==> src/rtl/irqb_pkg.sv <==
package irqb_pkg;
  localparam logic [31:0] IRQ_KEEP = 32'h000F_EEFF;
  localparam logic [7:0]  OFS_MASK = 8'hC0;
  localparam logic [7:0]  OFS_STAT = 8'hD0;
  localparam int unsigned NUM_SCR  = 10;

  function automatic logic [7:0] scr_ofs(int unsigned i);
    case (i)
      0: return 8'h10;
      1: return 8'h14;
      2: return 8'h40;
      3: return 8'h60;
      4: return 8'h80;
      5: return 8'h84;
      6: return 8'h88;
      7: return 8'h90;
      8: return 8'hE0;
      default: return 8'hE4;
    endcase
  endfunction
endpackage

==> src/rtl/irqb_level_track.sv <==
module irqb_level_track #(
  parameter int unsigned N = 16
) (
  input  logic         clk_i,
  input  logic         rst_ni,
  input  logic [N-1:0] irq_i,
  output logic [N-1:0] lvl_o,
  output logic [N-1:0] chg_o
);
  logic [N-1:0] lvl_q;

  always_ff @(posedge clk_i or negedge rst_ni) begin
    if (!rst_ni) lvl_q <= '0;
    else         lvl_q <= irq_i;
  end

  assign lvl_o = lvl_q;
  assign chg_o = irq_i ^ lvl_q;
endmodule

==> src/rtl/irqb_pick.sv <==
module irqb_pick #(
  parameter int unsigned N = 16
) (
  input  logic [N-1:0] req_i,
  output logic         hit_o,
  output logic [N-1:0] onehot_o
);
  always_comb begin
    onehot_o = '0;
    for (int i = N - 1; i >= 0; i--) begin
      if (req_i[i]) onehot_o = N'(1) << i;
    end
  end

  assign hit_o = |req_i;
endmodule

==> src/rtl/irqb_irq_ctrl.sv <==
module irqb_irq_ctrl
  import irqb_pkg::*;
#(
  parameter int unsigned N      = 16,
  parameter int unsigned DATA_W = 32
) (
  input  logic              clk_i,
  input  logic              rst_ni,
  input  logic [N-1:0]      chg_i,
  input  logic [N-1:0]      irq_i,
  input  logic              mask_we_i,
  input  logic              stat_we_i,
  input  logic [DATA_W-1:0] wdata_i,
  output logic [DATA_W-1:0] mask_o,
  output logic [DATA_W-1:0] stat_o,
  output logic              irq_o
);
  localparam logic [DATA_W-1:0] KEEP = DATA_W'(IRQ_KEEP);

  logic [DATA_W-1:0] mask_q, stat_q;
  logic              irq_q;
  logic [N-1:0]      en_chg, pick;
  logic              hit;

  assign en_chg = chg_i & mask_q[N-1:0];

  irqb_pick #(.N(N)) u_pick (
    .req_i   (en_chg),
    .hit_o   (hit),
    .onehot_o(pick)
  );

  always_ff @(posedge clk_i or negedge rst_ni) begin
    if (!rst_ni) begin
      mask_q <= '0;
      stat_q <= '0;
      irq_q  <= 1'b0;
    end else begin
      if (mask_we_i) mask_q <= wdata_i & KEEP;
      // an input event wins over a bus write in the same cycle
      if (hit) begin
        stat_q <= DATA_W'(pick);
        irq_q  <= |(pick & irq_i);
      end else if (stat_we_i) begin
        stat_q <= wdata_i & KEEP;
      end
    end
  end

  assign mask_o = mask_q;
  assign stat_o = stat_q;
  assign irq_o  = irq_q;
endmodule

==> src/rtl/irqb_scratch_bank.sv <==
module irqb_scratch_bank
  import irqb_pkg::*;
#(
  parameter int unsigned DATA_W = 32,
  parameter int unsigned ADDR_W = 8
) (
  input  logic              clk_i,
  input  logic              rst_ni,
  input  logic              wr_i,
  input  logic [ADDR_W-1:0] addr_i,
  input  logic [DATA_W-1:0] wdata_i,
  output logic              hit_o,
  output logic [DATA_W-1:0] rdata_o
);
  logic [NUM_SCR-1:0] sel;
  logic [DATA_W-1:0]  val [NUM_SCR];

  for (genvar g = 0; g < NUM_SCR; g++) begin : g_reg
    localparam logic [ADDR_W-1:0] OFS = ADDR_W'(scr_ofs(g));
    logic [DATA_W-1:0] q;
    assign sel[g] = (addr_i == OFS);
    always_ff @(posedge clk_i or negedge rst_ni) begin
      if (!rst_ni)            q <= '0;
      else if (wr_i && sel[g]) q <= wdata_i;
    end
    assign val[g] = q;
  end

  always_comb begin
    rdata_o = '0;
    for (int i = 0; i < NUM_SCR; i++) begin
      if (sel[i]) rdata_o = rdata_o | val[i];
    end
  end

  assign hit_o = |sel;
endmodule

==> src/rtl/irq_board_regs.sv <==
module irq_board_regs
  import irqb_pkg::*;
#(
  parameter int unsigned NUM_LINES = 16,
  parameter int unsigned DATA_W    = 32,
  parameter int unsigned ADDR_W    = 8
) (
  input  logic                 clk_i,
  input  logic                 rst_ni,
  input  logic [NUM_LINES-1:0] irq_i,
  input  logic                 wr_i,
  input  logic                 rd_i,
  input  logic [ADDR_W-1:0]    addr_i,
  input  logic [DATA_W-1:0]    wdata_i,
  output logic [DATA_W-1:0]    rdata_o,
  output logic                 irq_o
);
  localparam logic [ADDR_W-1:0] A_MASK = ADDR_W'(OFS_MASK);
  localparam logic [ADDR_W-1:0] A_STAT = ADDR_W'(OFS_STAT);

  logic [NUM_LINES-1:0] lvl_w, chg_w;
  logic [DATA_W-1:0]    mask_w, stat_w, scr_rdata, rd_next, rdata_q;
  logic                 scr_hit;

  irqb_level_track #(.N(NUM_LINES)) u_lvl (
    .clk_i (clk_i),
    .rst_ni(rst_ni),
    .irq_i (irq_i),
    .lvl_o (lvl_w),
    .chg_o (chg_w)
  );

  irqb_irq_ctrl #(.N(NUM_LINES), .DATA_W(DATA_W)) u_ctrl (
    .clk_i    (clk_i),
    .rst_ni   (rst_ni),
    .chg_i    (chg_w),
    .irq_i    (irq_i),
    .mask_we_i(wr_i && (addr_i == A_MASK)),
    .stat_we_i(wr_i && (addr_i == A_STAT)),
    .wdata_i  (wdata_i),
    .mask_o   (mask_w),
    .stat_o   (stat_w),
    .irq_o    (irq_o)
  );

  irqb_scratch_bank #(.DATA_W(DATA_W), .ADDR_W(ADDR_W)) u_scr (
    .clk_i  (clk_i),
    .rst_ni (rst_ni),
    .wr_i   (wr_i),
    .addr_i (addr_i),
    .wdata_i(wdata_i),
    .hit_o  (scr_hit),
    .rdata_o(scr_rdata)
  );

  always_comb begin
    rd_next = '0;
    if (scr_hit)                rd_next = scr_rdata;
    else if (addr_i == A_MASK)  rd_next = mask_w;
    else if (addr_i == A_STAT)  rd_next = stat_w;
  end

  always_ff @(posedge clk_i or negedge rst_ni) begin
    if (!rst_ni)   rdata_q <= '0;
    else if (rd_i) rdata_q <= rd_next;
  end

  assign rdata_o = rdata_q;
endmodule

==> config.mk <==
export PLATFORM = sky130hd
export DESIGN_NAME = irq_board_regs
export DESIGN_NICKNAME = d
export VERILOG_FILES = /design/src/rtl/irqb_pkg.sv /design/src/rtl/irqb_level_track.sv /design/src/rtl/irqb_pick.sv /design/src/rtl/irqb_irq_ctrl.sv /design/src/rtl/irqb_scratch_bank.sv /design/src/rtl/irq_board_regs.sv
export SDC_FILE = /design/constraint.sdc
export NUM_CORES = 1
export LEC_CHECK = 0
export BUFFER_PORTS_ARGS = -buffer_cell sky130_fd_sc_hd__buf_2
export CELL_PAD_IN_SITES_DETAIL_PLACEMENT = 0
export CELL_PAD_IN_SITES_GLOBAL_PLACEMENT = 1
export CORE_ASPECT_RATIO = 1.5
export CORE_MARGIN = 5
export CORE_UTILIZATION = 56
export CTS_BUF_LIST = sky130_fd_sc_hd__clkbuf_8
export CTS_CLUSTER_DIAMETER = 150
export DETAILED_ROUTE_END_ITERATION = 10
export HOLD_SLACK_MARGIN = 0.1
export PLACE_DENSITY = 0.9
export SYNTH_ARGS = -nofsm -noshare
export SYNTH_HDL_FRONTEND = slang
export SYNTH_SLANG_ARGS = --single-unit
==> constraint.sdc <==
create_clock -name clk_i -period 4.61 [get_ports clk_i]
set_clock_uncertainty 0.1 [all_clocks]
set_input_delay 0.2305 -clock clk_i [delete_from_list [all_inputs] [get_ports clk_i]]
set_output_delay 0.2305 -clock clk_i [all_outputs]
set_load 0.01 [all_outputs]
==> parameters.txt <==
Parameter                              Value

Final layout
  Layout cells sized above 1 ... between 30% and 40%
  Growth of design area from synthesis to finish ... 13.5%
  # diodes ... 0
  Layout Nets ... approximately 1600

Clock network
  Clk_lat worst skew ... 630 ps
  Clock buffer depth ... 3
  Clock buffer count from CTS ... 58
  Sinks on the clock net ... between 400 and 500
  H-tree levels ... 2
  Post-CTS Repair Setup Buffers ... 0
  Clock Tree Root ... sky130_fd_sc_hd__clkbuf_8
  CTS tree ... done
  Worst-path clk slew ... 70 ps

Synthesis
  Synthesis-stage register bit count ... 403
  Fraction of the mapped netlist area in simple logic gates ... 5.82%
  Largest family of logic cells by synthesized area ... multiplexers
  Post-Synthesis Cells ... 1468
  Number of flops mapped to enable cells by yosys ... 0
  Library cells used by synthesis ... 63
  Cell types with the highest counts after synthesis ... 403 x sky130_fd_sc_hd__dfrtp_1, 339 x sky130_fd_sc_hd__mux2_2, 96 x sky130_fd_sc_hd__nand2_1
  Predominant post-synthesis flop cell ... sky130_fd_sc_hd__dfrtp_1
  Proportion of netlist area held by the largest area contributor ... between 50% and 60%
  Synthesis Warnings ... 0
  Share of the synthesized area in compound gates (AO/OA/AOI/OAI) ... a little under a tenth
  Post-synthesis mux area share ... 26.1%
  Synthesized-area fraction occupied by xor and xnor cells ... 0.666%
  Fraction of the mapped netlist area in adder cells ... 0%
  Cell type contributing the most total cell area after synthesis ... sky130_fd_sc_hd__dfrtp_1
  Average cell area after synthesis ... between 10 and 15 µm²
  Netlist area before placement ... 18400 µm²
  Cell types occupying the most area after synthesis ... sky130_fd_sc_hd__dfrtp_1 55%, sky130_fd_sc_hd__mux2_2 21%, sky130_fd_sc_hd__mux2i_1 4.8%
  Proportion of synthesized flip-flops having asynchronous set or reset ... 100%
  Portion of the post-synthesis area used by sequential elements ... 54.8%
  Post-Syn Nets ... ~1500
  Cell with the most instances after synthesis ... sky130_fd_sc_hd__dfrtp_1

Floorplan
  Num ports ... 93
  Vertical extent of the die ... between 200 and 250 µm
  FP Rows ... 81
  Width of the die ... 158 µm
  Die area ... 36700 µm²
  Starting density of the core ... between 50% and 60%
  Area of the core ... roughly 33000 µm²

Job
  Max-Cap Viols ... 0

Timing
  Slew Limit Headroom ... 22.6%
  Final period utilization ... between 50% and 60%
  Final period demand of the worst path ... between 2000 and 3000 ps
  Highest clock frequency the design can meet ... 0.369 GHz
  Summed negative setup slack over all endpoints ... 0 ps
  Setup-violating endpoint count in the final report ... 0
  Least-Margin Pin Slew ... 1160 ps
  Final Hold Fails ... 0
  Pins over their slew limit ... 0
  Unrepaired setup endpoints after global routing ... false

Placement
  Post-detailed-placement half-perimeter wirelength ... 29900 µm
  Quantity of I/O buffers inserted on ports ... 90
  Final GP Congestion ... 0.888

GRT
  Number of global-route vias before repair ... between 10000 and 15000
  Congestion Overflow GR ... 0
  Largest net degree at the start of global routing ... 122
  Antenna violations before repair ... 0
  First-pass GRT wire length ... 75400 µm
  Overall global routing resource usage ... 26.5%

Setup path
  RR Startpoint ... u_lvl.lvl_o[0]
  Worst path required time ... 5010 ps
  Beginning of the critical path ... addr_i[5]
  Arrival time of the worst setup path ... around 3100 ps
  Type of element launching the critical path ... input port
  Crit Path Class ... input port to flop
  Crit path capture type ... flop
  Highest net fanout along the worst path ... 32

Outcome
  Result of the run ... finished clean

Drt
  First-pass detailed-route iteration total ... 6
  Post-DRT Antenna Nets ... 0
  DRC ... 0
  Total wire length ... 48000 µm
  Routed vias ... 12700
  Average wire per standard cell ... ~24 µm
  Via count normalized by instance count ... 6.24
  Number of violations reported at the end of detailed-routing iteration 0 ... a little over 1000

Hold path
  Class of the worst hold path ... input port to asynchronous set/reset pin

Power
  Pwr Total ... ~7.3 mW
  Max VDD drop ... 0.211 mV
  Power density over the cells ... around 350 nW/µm²
  Leakage ... ~10 nW
## cell type report
type | count | area (µm²)
clock buffers | 75 | 1030
clock inverters | 32 | 194
fillers | 2423 | 11600
inverters | 9 | 33.8
multi-input cells | 930 | 7790
flip-flops and latches | 403 | 10100
well taps | 415 | 519
repair buffers | 175 | 1240
## power breakdown
part	leakage (nW)	switching, mW	internal, mW
registers	5.48	0.0918	3.71
logic	4.08	0.351	0.252
clock network	0.713	1.37	1.57
## stage by stage
step | worst slack (ps) | utilization [%] | hold slack, ps | cell area, µm² | std cells
2_1_floorplan | 2500 | - | -165 | 18400 | 1468
3_3_place_gp | 1400 | 59.0 | 236 | 19200 | 1884
3_5_place_dp | 1320 | 59.0 | 243 | 19200 | 1884
4_1_cts | 1980 | 64.2 | 139 | 20900 | 2039
5_1_grt | 1880 | 64.2 | 166 | 20900 | 2039
6_report | 1900 | 64.2 | 127 | 20900 | 2039
## path summary, 6_finish.rpt
check	endpoint	slack [ps]	cells after the start
max	u_scr.g_reg[6].q[15]	1900	6
min	u_scr.g_reg[6].q[21]	130	2
max reg2reg	u_ctrl.stat_o[5]	2100	5
min reg2reg	u_scr.g_reg[0].q[31]	390	1
max in group asynchronous	u_lvl.lvl_o[6]	3030	3
min in group clk_i	u_lvl.lvl_o[7]	170	2
## flip-flops by register name, indices dropped and copies added, names as in the netlist
signal and count:
rdata_o 32, u_ctrl.irq_o 1, u_ctrl.mask_o 18, u_ctrl.stat_o 18, u_lvl.lvl_o 14, u_scr.g.q 320
## worst max-delay path: stages
cell and delay, ps:
sky130_fd_sc_hd__buf_2 500, sky130_fd_sc_hd__buf_4 570, sky130_fd_sc_hd__nor4b_2 120, sky130_fd_sc_hd__and2_1 310
sky130_fd_sc_hd__nand2_2 910, sky130_fd_sc_hd__mux2_2 430
## kinds of logic (layout without fill, tap and decap cells)
kind of cell    count (synthesis)  count (layout)
compound gates                262             262
buf+inv                       135             291
simple gates                  218             218
mux                           436             436
xor+xnor                       14              14
flops                         403             403
## layout by cell type, fill, tap and decap left out, drive strengths merged, types with 9 or more instances in the layout
cell and n:
a211oi 12, a21oi 60, a22o 23, a22oi 34, a31oi 11, buf 127, clkbuf 75, clkinv 10
dfrtp 403, dlygate4sd3 48, inv 29, mux2 347, mux2i 89, nand2 96, nand3 14, nor2 55
o21ai 48, o221ai 9, o22ai 26, xor2 14
## per-layer routing
metal	GRT usage (%)	part of all wire (%)	wire [µm]
met5	0	0	0
met4	13.6	5.4	2580
met3	4.34	5.3	2560
met2	44.5	50	24000
met1	32.8	39	18900
## what timing repair did
item / in CTS / in global routing
hold buffers: 48 / 0
gates resized for setup: 0 / 0
endpoints found under the hold margin: 481 / 0
No activity file was read; power rests on OpenSTA's default activity.
